<file path="src/rtl/bcdcc_pkg.sv">
package bcdcc_pkg;
    localparam int DIGIT_W = 4;
    localparam int ISUM_W  = DIGIT_W + 1;

    typedef logic [DIGIT_W-1:0] bcd_digit_t;

    typedef enum logic {
        PG_FROM_SUM      = 1'b0,
        PG_FROM_OPERANDS = 1'b1
    } pg_form_e;
endpackage

</file>
<file path="src/rtl/bcdcc_digit_front.sv">
module bcdcc_digit_front
    import bcdcc_pkg::*;
#(
    parameter pg_form_e FORM = PG_FROM_SUM
) (
    input  bcd_digit_t        x,
    input  bcd_digit_t        y,
    output logic [ISUM_W-1:0] s,
    output logic              p,
    output logic              g
);
    // plain 4-bit binary addition with its carry as bit 4
    assign s = {1'b0, x} + {1'b0, y};

    generate
        if (FORM == PG_FROM_SUM) begin : g_sum_pg
            logic over9;
            assign over9 = s[4] | (s[3] & (s[2] | s[1]));
            assign g     = over9;
            assign p     = s[3] & s[0] & ~over9;
        end else begin : g_opnd_pg
            logic [3:0] hi_sum;
            logic       hi_eq4;
            logic       hi_ge5;
            assign hi_sum = {1'b0, x[3:1]} + {1'b0, y[3:1]};
            assign hi_eq4 = (hi_sum == 4'd4);
            assign hi_ge5 = (hi_sum >= 4'd5);
            assign p      = (x[0] ^ y[0]) & hi_eq4;
            assign g      = hi_ge5 | (hi_eq4 & x[0] & y[0]);
        end
    endgenerate
endmodule

</file>
<file path="src/rtl/bcdcc_carry_chain.sv">
module bcdcc_carry_chain #(
    parameter int NDIG = 8
) (
    input  logic [NDIG-1:0] p,
    input  logic [NDIG-1:0] g,
    input  logic            cin,
    output logic [NDIG:0]   c
);
    assign c[0] = cin;

    generate
        for (genvar i = 0; i < NDIG; i++) begin : g_link
            // per-digit 2-to-1 selector: pass the incoming carry or take the launch flag
            assign c[i+1] = p[i] ? c[i] : g[i];
        end
    endgenerate
endmodule

</file>
<file path="src/rtl/bcdcc_digit_fix.sv">
module bcdcc_digit_fix
    import bcdcc_pkg::*;
(
    input  logic [DIGIT_W-1:0] s_low,
    input  logic               c_in_d,
    input  logic               c_out_d,
    output bcd_digit_t         z
);
    logic [DIGIT_W-1:0] corr;

    assign corr = c_out_d ? 4'd6 : 4'd0;
    assign z    = s_low + corr + {3'b000, c_in_d};
endmodule

</file>
<file path="src/rtl/bcd_chain_adder.sv">
module bcd_chain_adder
    import bcdcc_pkg::*;
#(
    parameter int       NDIG         = 8,
    parameter pg_form_e PG_FORM      = PG_FROM_SUM,
    parameter bit       REGISTER_OUT = 1'b1
) (
    input  logic                    clk,
    input  logic                    rst_n,
    input  logic [DIGIT_W*NDIG-1:0] a_digits,
    input  logic [DIGIT_W*NDIG-1:0] b_digits,
    input  logic                    carry_in,
    output logic [DIGIT_W*NDIG-1:0] sum_digits,
    output logic                    carry_out
);
    localparam int VEC_W = DIGIT_W * NDIG;

    logic [ISUM_W-1:0] isum [NDIG];
    logic [NDIG-1:0]   pflag;
    logic [NDIG-1:0]   gflag;
    logic [NDIG:0]     cy;
    logic [VEC_W-1:0]  sum_next;

    generate
        for (genvar i = 0; i < NDIG; i++) begin : g_dig
            bcdcc_digit_front #(.FORM(PG_FORM)) u_front (
                .x (a_digits[DIGIT_W*i +: DIGIT_W]),
                .y (b_digits[DIGIT_W*i +: DIGIT_W]),
                .s (isum[i]),
                .p (pflag[i]),
                .g (gflag[i])
            );
            bcdcc_digit_fix u_fix (
                .s_low   (isum[i][DIGIT_W-1:0]),
                .c_in_d  (cy[i]),
                .c_out_d (cy[i+1]),
                .z       (sum_next[DIGIT_W*i +: DIGIT_W])
            );
        end
    endgenerate

    bcdcc_carry_chain #(.NDIG(NDIG)) u_chain (
        .p   (pflag),
        .g   (gflag),
        .cin (carry_in),
        .c   (cy)
    );

    generate
        if (REGISTER_OUT) begin : g_reg
            always_ff @(posedge clk or negedge rst_n) begin
                if (!rst_n) begin
                    sum_digits <= '0;
                    carry_out  <= 1'b0;
                end else begin
                    sum_digits <= sum_next;
                    carry_out  <= cy[NDIG];
                end
            end
        end else begin : g_comb
            assign sum_digits = sum_next;
            assign carry_out  = cy[NDIG];
        end
    endgenerate

    // ---------------- assertions ----------------
    logic in_valid;
    logic nxt_valid;
    always_comb begin
        in_valid  = 1'b1;
        nxt_valid = 1'b1;
        for (int k = 0; k < NDIG; k++) begin
            if (a_digits[DIGIT_W*k +: DIGIT_W] > 4'd9) in_valid = 1'b0;
            if (b_digits[DIGIT_W*k +: DIGIT_W] > 4'd9) in_valid = 1'b0;
            if (sum_next[DIGIT_W*k +: DIGIT_W] > 4'd9) nxt_valid = 1'b0;
        end
    end

    logic seen_edge;
    always_ff @(posedge clk or negedge rst_n) begin
        if (!rst_n) seen_edge <= 1'b0;
        else        seen_edge <= 1'b1;
    end

    AST_DIGIT_RANGE: assert property (@(posedge clk) disable iff (!rst_n)
        in_valid |-> nxt_valid);

    generate
        for (genvar i = 0; i < NDIG; i++) begin : g_chk
            AST_PG_EXCL: assert property (@(posedge clk) disable iff (!rst_n)
                $onehot0({pflag[i], gflag[i]}));
            AST_CARRY_MEANING: assert property (@(posedge clk) disable iff (!rst_n)
                in_valid |-> (cy[i+1] == (({1'b0, a_digits[DIGIT_W*i +: DIGIT_W]}
                    + {1'b0, b_digits[DIGIT_W*i +: DIGIT_W]} + {4'b0000, cy[i]}) >= 5'd10)));
            AST_HIGH_SUM_CARRIES: assert property (@(posedge clk) disable iff (!rst_n)
                isum[i][DIGIT_W] |-> cy[i+1]);
        end
        if (REGISTER_OUT) begin : g_reg_chk
            AST_REG_FOLLOWS: assert property (@(posedge clk) disable iff (!rst_n)
                seen_edge |-> (sum_digits == $past(sum_next)
                               && carry_out == $past(cy[NDIG])));
        end
    endgenerate
endmodule

</file>
<file path="config.mk">
export PLATFORM = sky130hd
export DESIGN_NAME = bcd_chain_adder
export DESIGN_NICKNAME = d
export VERILOG_FILES = /design/src/rtl/bcdcc_pkg.sv /design/src/rtl/bcdcc_digit_front.sv /design/src/rtl/bcdcc_carry_chain.sv /design/src/rtl/bcdcc_digit_fix.sv /design/src/rtl/bcd_chain_adder.sv
export SDC_FILE = /design/constraint.sdc
export NUM_CORES = 1
export LEC_CHECK = 0
export BUFFER_PORTS_ARGS = -buffer_cell sky130_fd_sc_hd__buf_2
export CAP_MARGIN = 10
export CORE_ASPECT_RATIO = 1.25
export CORE_UTILIZATION = 40
export CTS_BUF_LIST = sky130_fd_sc_hd__clkbuf_4
export CTS_CLUSTER_DIAMETER = 80
export DETAILED_ROUTE_END_ITERATION = 7
export GPL_TIMING_DRIVEN = 0
export PLACE_DENSITY = 0.78
export SETUP_SLACK_MARGIN = 0.1
export SYNTH_ARGS = -nofsm -noshare
export SYNTH_HDL_FRONTEND = slang
export SYNTH_SLANG_ARGS = --single-unit
</file>
<file path="constraint.sdc">
create_clock -name clk -period 0.8 [get_ports clk]
set_input_delay 0.08 -clock clk [delete_from_list [all_inputs] [get_ports clk]]
set_output_delay 0.08 -clock clk [all_outputs]
set_load 0.03 [all_outputs]
</file>
==> impl_metrics.yaml, run 1 <==
global_route:
  grt_use_total_pct: 16.3
  antenna_found_initial: 0
  grt_start_max_net_pins: 34
  grt_pass1_wl_mm: 10.0
  grt_pass1_vias: 2384
  overflow: 0
layout:
  final_nets: 521
  final_area_um2: 4270
  post-route-util_pct: 61.2
  drive_gt1_share_pct: 48.2
  syn2layout_area_growth_pct: 46.7
  n_antenna_cell: 0
  layoutNonFillerInstCount: 472
timing:
  rsz0062_at_grt: "true"
  timing.hold.ws_ns: -0.199
  setup_viol: 65
  fmax_mhz: 352
  min_period_ns: 2.84
  maxSlewHeadroom_pct: 52.2
  post-route-period-util_pct: 355
  tightest_slew_ns: 0.717
  finalHoldViolations: 33
  slew_violations: 0
  fin_setup_tns_ns: -53.45
  setup_ws_ns: -2.04
floorplanning:
  core_um2: 6980
  fp.dieH_um: 97.3
  ios: 100
  start_util_pct: 41.7
  rows: 34
  dieArea_um2: 7620
  die_w_um: 78.3
setup_path:
  cp-end-kind: "register"
  crit_arrival_ns: 3.10
  cp.required_ns: 1.06
  path_class: "input port to register"
  startpoint_type: "input port"
  worstPathMaxFanout: 4
drt:
  wl_per_cell_um: 12.6
  vias: 2331
  wl_mm: 5.96
  drc: 0
  via_per_inst: 4.94
  met2_length_mm: 3.29
  wl_met3_um: 210
  top_layer_used: "met4"
  met1_length_mm: 2.37
  drt_iter0_markers: 26
  ant_nets: 0
  drtPass1Iterations: 4
place:
  routabilityCongestion: 0.779
  placed_cells: 452
  place_ws_ns: -2.47
  dp.final_hpwl_mm: 4.85
  port_buffers: 99
  post_dp_cell_area_um2: 3660
outcome:
  violations: "negative hold slack, negative setup slack"
  status: "finished with violations"
synthesis:
  seq_area_frac_synth_pct: 28.4
  syn_avg_cell_area_um2: 11.1
  synth.top_cells.by_area: "dfrtp_1, ha_1, fa_1, a21o_1, xnor2_1"
  synth_area_um2: 2910
  synth_top_area_share_pct: 28.4
  synth_largest_area_cell: "dfrtp_1"
  async_flop_share_pct: 100
  synth_common_cells: "ha_1, dfrtp_1, inv_1"
  yosysMostFrequentCell: "ha_1"
  synth_seq_cells: 33
  yosys_warnings: 0
  synthFlopType: "dfrtp_1"
  synth_nets: 402
  syn_inst: 263
  yosysUniqueCellTypes: 38
  synth_enable_flop_cells: 0
run:
  cap_viol_max_count: 0
clock_network:
  ctsLongestPathBuffers: 2
  clock_sinks: 33
  h-tree-depth: 2
  cts_tree: "yes"
  cts-root-buf: "clkbuf_4"
  clk_pin_slew_ns: 0.10
  cts_buffers: 5
power:
  irDropWorstVdd_mv: 1.70
  power_leakage_nw: 2.12
  power_density_nw_per_um2: 2550
min_path:
  hold_path_class: "input port to async pin"
## stage by stage
step                      power (mW)  hold WS [ns]
final                           10.9        -0.199
after global routing            11.6        -0.156
after CTS                       10.6        -0.176
after detailed placement        8.27         0.188
after global placement          8.09         0.185
after floorplan                 6.73        -0.216
## cell type report
type	count	area, um2
clock inverters	1	3.75
flip-flops and latches	33	826
multi-input cells	199	2330
inverters	31	119
repair buffers	112	831
well taps	90	113
clock buffers	6	45.0
fillers	589	2710
## layer usage
layer  GRT usage [%]  vias to the layer above
li1                -                     1163
met1            18.5                     1098
met2            30.7                       62
met3            2.44                        8
met4            5.13                        0
met5               0                        -
## logic make-up (layout without fill, tap and decap cells)
family	after synthesis	count (layout)	synth area share, %
AO/OA/AOI/OAI	68	68	18.0
buffers and inverters	31	150	4.00
flip-flops	33	33	28.4
XOR/XNOR	29	29	8.73
adder cells (fa/ha/maj)	72	72	35.1
AND/OR/NAND/NOR	30	30	5.72
## placed cells by master (no fill, tap or decap), types with 3 or more instances in the layout
master	instances
buf_6	40
nor2_1	4
xnor2_1	12
a21oi_1	10
dfrtp_1	33
buf_4	8
clkbuf_4	6
xnor2_2	4
xor2_1	11
ha_1	42
fa_2	11
o21ai_0	4
a21o_1	23
inv_2	7
inv_1	23
ha_4	13
fa_1	5
nand2_1	3
nor2b_1	3
a21oi_2	8
o21a_1	3
buf_2	64
## worst max-delay path, stage by stage
cell and delay, ns:
buf_2 0.10, ha_1 0.22, fa_2 0.36, xor2_1 0.18, or2_2 0.28, a221o_1 0.38
nor2b_2 0.15, a31oi_2 0.12, a41o_1 0.25, o21a_1 0.24, ha_1 0.28, a21o_1 0.17
a21oi_2 0.12, xor2_1 0.15
## power by group
group / total [mW] / internal [mW] / switching, mW
clock: 0.874 / 0.353 / 0.521
sequential: 2.77 / 2.42 / 0.352
combinational: 7.22 / 3.44 / 3.78
total: 10.9 / 6.21 / 4.65
## registers in the layout, indices dropped and copies added (netlist names)
register / cells
carry_out: 1
sum_digits: 32
## repair_timing
| action | in CTS | in global routing |
|---|---|---|
| setup endpoints to repair | 65 | 65 |
| endpoints found under the hold margin | 33 | 33 |
| gates resized for setup | 86 | 29 |
| buffers inserted | 10 | 5 |
| pin swaps | 11 | 26 |
## final timing paths
kind | slack [ns] | to | start
worst max-delay path | -2.04 | sum_digits[31]$_DFF_PN0_ | a_digits[12]
worst min-delay path | -0.20 | sum_digits[19]$_DFF_PN0_ | rst_n
max in group asynchronous | 0.54 | sum_digits[13]$_DFF_PN0_ | rst_n
min in group clk | 0.05 | sum_digits[0]$_DFF_PN0_ | carry_in
Power figures use the tool's default switching activity.
==> inputs of run 2 (changes only) <==
- PLACE_DENSITY: 0.78 -> default
- PLACE_DENSITY_LB_ADDON: default -> 0.12
==> run 2 against run 1 <==
  * The flow still finishes with violations (negative hold slack, negative setup slack)
  * Sequential power barely moved
  * Count of clock-buffer cells in the layout fell by 1
  * Critical path depth rose by 2
  * Setup slack improved by 0.021 ns
  * Power fell by 3.5%
  * Sequential share of layout area rose by 0.88 points
  * First-iteration DRC count fell by 27%
  * Via count fell by 2.9%
  * Maximum frequency rose by 0.74%
  * Die area did not move
  * Largest power group unchanged
  * Hold slack got worse by 0.0068 ns
==> impl_metrics.yaml, run 2 (synthesis gave the netlist of run 1 again) <==
outcome:
  status: "finished with violations"
  violations: "negative hold slack, negative setup slack"
timing:
  setup_ws_ns: -2.02
  post-route-period-util_pct: 353
  fmax_mhz: 354
  finalHoldViolations: 34
  setup_viol: 65
  tightest_slew_ns: 0.751
  fin_setup_tns_ns: -53.95
  maxSlewHeadroom_pct: 49.9
  timing.hold.ws_ns: -0.206
  min_period_ns: 2.82
  rsz0062_at_grt: "true"
  slew_violations: 0
clock_network:
  cts_tree: "yes"
  h-tree-depth: 2
  clock_sinks: 33
  ctsLongestPathBuffers: 2
  cts-root-buf: "clkbuf_4"
  cts_buffers: 5
  clk_pin_slew_ns: 0.11
setup_path:
  cp.required_ns: 1.07
  path_cells: "buf_6 -> ha_4 -> inv_2 -> fa_1 -> a21boi_2 -> a2bb2oi_2 -> a2111oi_4 -> nor2_1 -> a21oi_2 -> a31oi_2 -> a41o_1 -> o21a_1 -> ha_1 -> a21o_1 -> a21oi_2 -> xor2_1"
  path_class: "input port to register"
  cpMostUsedCell: "a21oi_2"
  critical_path_buf_inv_count: 2
  max_stage_delay_ns: 0.52
  cp-end-kind: "register"
  crit_family: "compound AO/OA/AOI/OAI gates"
  startpoint_type: "input port"
  worstPathMaxFanout: 3
  crit_arrival_ns: 3.09
  slowest_stage: "fa_1"
run:
  cap_viol_max_count: 0
drt:
  drtPass1Iterations: 4
  wl_per_cell_um: 12.0
  drt_iter0_markers: 19
  drc: 0
  via_per_inst: 4.83
  vias: 2263
  ant_nets: 0
  wl_mm: 5.63
power:
  irDropWorstVdd_mv: 1.56
  power_density_nw_per_um2: 2570
  power_leakage_nw: 2.06
place:
  dp.final_hpwl_mm: 4.81
  port_buffers: 99
  post_dp_cell_area_um2: 3660
  routabilityCongestion: 0.761
min_path:
  hold_path_class: "input port to async pin"
global_route:
  grt_use_total_pct: 15.8
  grt_pass1_vias: 2275
  grt_pass1_wl_mm: 9.51
  overflow: 0
  grt_start_max_net_pins: 34
  antenna_found_initial: 0
layout:
  final_nets: 517
  n_antenna_cell: 0
  post-route-util_pct: 58.5
  drive_gt1_share_pct: 43.5
  final_cell_mix: "buf_2, ha_1, buf_6"
  final_area_um2: 4080
  final_common_cell: "buf_2"
  syn2layout_area_growth_pct: 40.4
  regMostFlops: "sum_digits"
  largest_register_ff_count: 32
  reg_top3: "sum_digits: 32 flops, carry_out: 1 flops"
floorplanning:
  ios: 100
  fp.dieH_um: 97.3
  rows: 34
  die_w_um: 78.3
  dieArea_um2: 7620
  start_util_pct: 41.7
  core_um2: 6980
## run 2: cell count changes in the layout (fill, tap and decap cells not counted), moves of 3 or more
cell	previous run	this run
ha_1	42	46
ha_4	13	8
xnor2_1	12	15
xnor2_2	4	1
## run 2: what timing repair did
item,4_1_cts,5_1_grt
setup buffers,6,3
pin swaps,5,8
endpoints found under the setup margin,65,65
gates resized for setup,77,6
endpoints found under the hold margin,34,34
## run 2: worst max path at each step
stage,slack (ns),startpoint,depth (start not counted),to
after floorplan,-1.97,a_digits[0],15,sum_digits[31]$_DFF_PN0_
after detailed placement,-2.53,a_digits[0],16,sum_digits[31]$_DFF_PN0_
after CTS,-2.06,a_digits[0],16,sum_digits[31]$_DFF_PN0_
final,-2.02,a_digits[0],16,sum_digits[31]$_DFF_PN0_
after global placement,-2.47,a_digits[0],16,sum_digits[31]$_DFF_PN0_
after global routing,-2.19,a_digits[0],16,sum_digits[31]$_DFF_PN0_
## run 2: per-layer routing
metal / up-vias / global-route usage [%] / wire [um]
met5: - / 0 / 0
met1: 1051 / 17.1 / 2330
met4: 0 / 5.13 / 76
met2: 53 / 30.4 / 3030
li1: 1153 / - / -
met3: 6 / 2.63 / 192
## run 2: cell type report
type,instances,area [um2]
fillers,633,2900
multi-input cells,199,2180
flip-flops and latches,33,826
repair buffers,108,793
inverters,31,116
well taps,90,113
clock buffers,5,37.5
clock inverters,3,17.5
## run 2: power by group
part | internal, mW | switching (mW)
clock | 0.331 | 0.585
sequential | 2.42 | 0.359
combinational | 3.18 | 3.61
total | 5.93 | 4.55
## run 2: through the flow
step	std cells	setup WS [ns]	power, mW
after floorplan	263	-1.97	6.73
after global placement	452	-2.47	8.17
after detailed placement	452	-2.53	8.29
after CTS	466	-2.06	10.5
after global routing	469	-2.19	11.2
final	469	-2.02	10.5
